### config.mk
export PLATFORM = sky130hd
export DESIGN_NAME = rx_byte_queue
export DESIGN_NICKNAME = d
export VERILOG_FILES = /design/src/rtl/rxq_pkg.sv /design/src/rtl/rxq_occupancy.sv /design/src/rtl/rxq_storage.sv /design/src/rtl/rxq_signals.sv /design/src/rtl/rx_byte_queue.sv
export SDC_FILE = /design/constraint.sdc
export NUM_CORES = 1
export LEC_CHECK = 0
export BUFFER_PORTS_ARGS = -buffer_cell sky130_fd_sc_hd__buf_2
export CAP_MARGIN = 10
export CORE_UTILIZATION = 45
export CTS_CLUSTER_SIZE = 25
export DETAILED_ROUTE_END_ITERATION = 8
export PLACE_DENSITY_LB_ADDON = 0.05
export SLEW_MARGIN = 20
export SYNTH_ARGS = -nofsm -noshare
export SYNTH_HDL_FRONTEND = slang
export SYNTH_SLANG_ARGS = --single-unit
### constraint.sdc
create_clock -name clk -period 2.88 [get_ports clk]
set_input_delay 0.576 -clock clk [delete_from_list [all_inputs] [get_ports clk]]
set_output_delay 0.576 -clock clk [all_outputs]
set_load 0.01 [all_outputs]
### src/rtl/rxq_pkg.sv
package rxq_pkg;

    localparam int unsigned BYTE_W = 8;

    typedef logic [BYTE_W-1:0] byte_t;

    // Decisions taken for one clock: what moves in and out of the queue.
    typedef struct packed {
        logic push_ok;
        logic pop_ok;
        logic drop;
    } xfer_t;

    // Fill level at which the character interrupt is raised.
    function automatic int unsigned irq_level(input logic quad, input int unsigned quad_lvl);
        return quad ? quad_lvl : 32'd1;
    endfunction

endpackage

### src/rtl/rxq_occupancy.sv
module rxq_occupancy
    import rxq_pkg::*;
#(
    parameter int unsigned DEPTH = 8,
    localparam int unsigned CW = $clog2(DEPTH + 1)
) (
    input  logic          clk,
    input  logic          flush,
    input  logic          push_valid,
    input  logic          rd_en,
    output xfer_t         xfer,
    output logic [CW-1:0] count,
    output logic          overrun
);

    logic is_empty;
    logic is_full;

    assign is_empty = (count == '0);
    assign is_full  = (count == CW'(DEPTH));

    always_comb begin
        xfer.pop_ok  = rd_en && !is_empty;
        xfer.push_ok = push_valid && (!is_full || xfer.pop_ok);
        xfer.drop    = push_valid && !xfer.push_ok;
    end

    always_ff @(posedge clk) begin
        if (flush) begin
            count   <= '0;
            overrun <= 1'b0;
        end else begin
            unique case ({xfer.push_ok, xfer.pop_ok})
                2'b10:   count <= count + CW'(1);
                2'b01:   count <= count - CW'(1);
                default: count <= count;
            endcase
            if (xfer.drop) begin
                overrun <= 1'b1;
            end
        end
    end

endmodule

### src/rtl/rxq_storage.sv
module rxq_storage
    import rxq_pkg::*;
#(
    parameter int unsigned DEPTH = 8,
    localparam int unsigned PW = (DEPTH > 1) ? $clog2(DEPTH) : 1
) (
    input  logic  clk,
    input  logic  flush,
    input  xfer_t xfer,
    input  byte_t push_data,
    output byte_t rd_data
);

    byte_t         slots [DEPTH];
    logic [PW-1:0] wr_ptr;
    logic [PW-1:0] rd_ptr;

    function automatic logic [PW-1:0] advance(input logic [PW-1:0] p);
        return (p == PW'(DEPTH - 1)) ? '0 : p + PW'(1);
    endfunction

    always_ff @(posedge clk) begin
        if (xfer.push_ok && !flush) begin
            slots[wr_ptr] <= push_data;
        end
    end

    always_ff @(posedge clk) begin
        if (flush) begin
            wr_ptr  <= '0;
            rd_ptr  <= '0;
            rd_data <= '0;
        end else begin
            if (xfer.push_ok) begin
                wr_ptr <= advance(wr_ptr);
            end
            if (xfer.pop_ok) begin
                rd_ptr  <= advance(rd_ptr);
                rd_data <= slots[rd_ptr];
            end
        end
    end

endmodule

### src/rtl/rxq_signals.sv
module rxq_signals
    import rxq_pkg::*;
#(
    parameter int unsigned DEPTH = 8,
    parameter int unsigned QUAD_LEVEL = 4,
    localparam int unsigned CW = $clog2(DEPTH + 1)
) (
    input  logic          clk,
    input  logic          flush,
    input  logic [CW-1:0] count,
    input  logic          mode_quad,
    input  logic          dma_en,
    output logic          char_avail,
    output logic          int_req,
    output logic          wait_req_n
);

    // Set once the queue has held more than one byte, cleared when it is seen empty.
    logic holdoff;

    always_ff @(posedge clk) begin
        if (flush) begin
            holdoff <= 1'b0;
        end else if (count > CW'(1)) begin
            holdoff <= 1'b1;
        end else if (count == '0) begin
            holdoff <= 1'b0;
        end
    end

    assign char_avail = (count != '0);
    assign int_req    = (32'(count) >= irq_level(mode_quad, QUAD_LEVEL));
    assign wait_req_n = !(dma_en && (count == CW'(1)) && !holdoff);

endmodule

### src/rtl/rx_byte_queue.sv
module rx_byte_queue
    import rxq_pkg::*;
#(
    parameter int unsigned DEPTH = 8,
    parameter int unsigned QUAD_LEVEL = 4,
    localparam int unsigned CW = $clog2(DEPTH + 1)
) (
    input  logic       clk,
    input  logic       rst,
    input  logic       chan_rst,
    input  logic       push_valid,
    input  logic [7:0] push_data,
    input  logic       rd_en,
    input  logic       mode_quad,
    input  logic       dma_en,
    output logic [7:0] rd_data,
    output logic       char_avail,
    output logic       int_req,
    output logic       wait_req_n,
    output logic       overrun,
    output logic       shift_clr
);

    logic          flush;
    xfer_t         xfer;
    logic [CW-1:0] count;

    assign flush     = rst || chan_rst;
    assign shift_clr = flush;

    rxq_occupancy #(.DEPTH(DEPTH)) u_occ (
        .clk        (clk),
        .flush      (flush),
        .push_valid (push_valid),
        .rd_en      (rd_en),
        .xfer       (xfer),
        .count      (count),
        .overrun    (overrun)
    );

    rxq_storage #(.DEPTH(DEPTH)) u_store (
        .clk       (clk),
        .flush     (flush),
        .xfer      (xfer),
        .push_data (push_data),
        .rd_data   (rd_data)
    );

    rxq_signals #(.DEPTH(DEPTH), .QUAD_LEVEL(QUAD_LEVEL)) u_sig (
        .clk        (clk),
        .flush      (flush),
        .count      (count),
        .mode_quad  (mode_quad),
        .dma_en     (dma_en),
        .char_avail (char_avail),
        .int_req    (int_req),
        .wait_req_n (wait_req_n)
    );

endmodule

==> impl_metrics.yaml <==
outcome:
  outcome: "finished, final reports clean"
detailed_routing:
  via_per_inst: 5.13
  drc_errors: 0
  via_count: 1913
  first_iter_violations: 118
  wl_um: 6090
  wire_per_inst_um: 16.3
  dr.pass1.iters: 4
  ant_nets: 0
global_routing:
  grt_pass1_wl_um: 9340
  grt_pass1_vias: 1806
  grt_usage: 0.171
  antenna_found_initial: 0
  overflow: 0
  grt_max_degree: 24
worst_setup_path:
  critical_path.startpoint_type: "flip-flop"
  r2r_end: "u_occ.count[2]"
  reg2reg_slack_ns: 0.62
  setup.worst_path.start: "u_occ.count[0]"
  cp_max_fo: 6
  path_cells: "inv_1, ha_1, nor2_1, nand2_1, a211o_1, buf_2"
  crit_path_max_incr_delay_ns: 0.44
  worstRegToRegCells: 8
  worstPathRequired_ns: 2.30
  r2r-start: "u_occ.count[1]"
  cp.arrival_ns: 1.71
  cp-end-kind: "output pin"
  crit_type: "reg2out"
  slowest_stage: "dfxtp_1"
final_layout:
  nFillCells: 612
  syn2layout_area_growth_pct: 15.5
  final_cell_area_um2: 3970
  layout.nets: 294
  mostFrequentLayoutCells: "edfxtp_1, buf_2, nor2_1, dfxtp_1, mux2i_1"
  instances_no_fill: 373
  layout-drive-gt1-share: 0.274
  final_common_cell: "edfxtp_1"
  multi_input_area_um2: 997
  register_area_um2: 2320
  n_antenna_cell: 0
timing:
  fmax_mhz: 437
  grt_setup_unrepaired: "false"
  hold_slack_ns: 0.482
  fin_skew_ns: 0.00932
  totalNegativeSetupSlack_ns: 0
  setup_viol: 0
  slew_headroom: 0.614
  tightest_slew_ns: 0.578
  period_needed_ns: 2.29
  hold_viol: 0
  maxSlewViolCount: 0
  final.period_utilization: 0.794
die:
  dieArea_um2: 7980
  initial_core_util: 0.468
  die_w_um: 89.3
  core.rowCount: 31
  core_um2: 7330
  die_y_um: 89.3
  io_pins: 28
place:
  hpwl_um: 4230
  portBuffers: 27
  dpl_cell_area_um2: 3730
  dp_cells: 357
  gp_congestion: 0.729
pwr:
  total_leakage_power_uw: 0.00140
  worst_ir_drop_vdd_mv: 0.363
  powerDensity_nw_per_um2: 608
yosys:
  synthesis.nets: 251
  netlist_area_um2: 3430
  yosysWarningCount: 0
  synth_top_cell_by_area: "edfxtp_1"
  syn_avg_cell_area_um2: 15.2
  ys_top_cells_by_area: "edfxtp_1, dfxtp_1, mux2i_1, mux4_2, ha_1"
  synth.distinct_cells: 32
  synth_seq_cells: 84
  ys_seq_area_frac: 0.677
  synth-main-ff-cell: "edfxtp_1"
  synthArstFlopShare: 0
  synth_edf_count: 64
  netlist_instances: 226
  netlist.area_leader.share: 0.560
worst_hold_path:
  min-delay-path-class: "reg2reg"
  hp-start: "u_occ.overrun"
  worstHoldEndpoint: "u_occ.overrun"
  whs_path_depth: 2
clock_network:
  postCtsResizedCells: 0
  cts_buffers: 9
  cts_tree: "yes"
  root_buffer: "clkbuf_8"
  clkTransAtPathRegs_ns: 0.09
  cts_sinks: 84
  cts_setup_buffers: 0
  insertion_delay_ns: 0.34
  clk_path_buf_depth: 2
  h-tree-depth: 3
  postCtsHoldBufs: 0
run:
  cap_violations: 0
## per-layer routing
metal / GRT usage / share of wire / routed length (um) / vias up
li1: - / - / - / 943
met1: 0.220 / 0.46 / 2780 / 918
met2: 0.275 / 0.48 / 2930 / 42
met3: 0.0443 / 0.048 / 294 / 10
met4: 0.0722 / 0.014 / 84 / 0
met5: 0 / 0 / 0 / -
## where the power goes
group | internal, uW | switching (uW) | total, uW
Clock | 522 | 431 | 953
Combinational | 57.6 | 77.0 | 135
Sequential | 1310 | 10.5 | 1320
## logic make-up (layout without fill, tap and decap cells)
group,count (synthesis),count (layout),share of synthesized area
fa+ha+maj,10,10,0.0365
xor+xnor,3,3,0.00766
buf+inv,18,66,0.0328
simple gates,58,58,0.0901
compound gates,26,26,0.0485
mux,27,27,0.108
flops,84,84,0.677
## synthesized netlist by cell type, types with 2 or more instances
cell,n
mux4_2,8
edfxtp_1,64
nand2_1,10
nand2b_1,3
xor2_1,2
o22ai_1,8
a211oi_1,9
or2_2,2
or3_4,2
inv_1,5
a21oi_1,7
mux2i_1,19
buf_6,4
or3_1,3
buf_2,3
ha_1,10
nor2_1,21
nor3_1,10
clkbuf_1,3
buf_1,2
dfxtp_1,20
## worst max-delay path, delay by kind of cell, from the launching register on
family | cells | cell delay, ns
and+or+nand+nor | 2 | 0.15
adders and majority gates | 1 | 0.27
DFF | 1 | 0.44
AOI/OAI and AO/OA | 1 | 0.27
buffers and inverters | 2 | 0.23
## worst max-delay path by stage
stage                          end  slack, ns
6_report                   int_req       0.59
5_1_grt             u_occ.count[3]       0.40
2_1_floorplan  u_store.slots[1][0]       0.43
4_1_cts                    int_req       0.56
3_5_place_dp        u_occ.count[3]       0.55
3_3_place_gp        u_occ.count[3]       0.55
## layout make-up
cell class,instances,share of cell area
Inverter,5,0.00473
Tap cell,99,0.0312
Clock inverter,6,0.0240
Timing Repair Buffer,45,0.0682
Clock buffer,10,0.0347
Multi-Input combinational cell,124,0.251
Sequential cell,84,0.586
## state kept, by name, indices dropped and copies added (netlist names)
name             count
u_store.slots       64
u_store.rd_data      8
u_occ.count          4
u_store.rd_ptr       3
u_store.wr_ptr       3
u_occ.overrun        1
u_sig.holdoff        1
## stage by stage
step	total power [uW]	utilization	worst slack [ns]
finish	2410	0.541	0.593
CTS	2440	0.541	0.564
global route	2510	0.541	0.401
global placement	1490	0.509	0.547
detailed placement	1490	0.509	0.547
floorplan	1440	-	0.430
No activity file was read; power rests on OpenSTA's default activity.
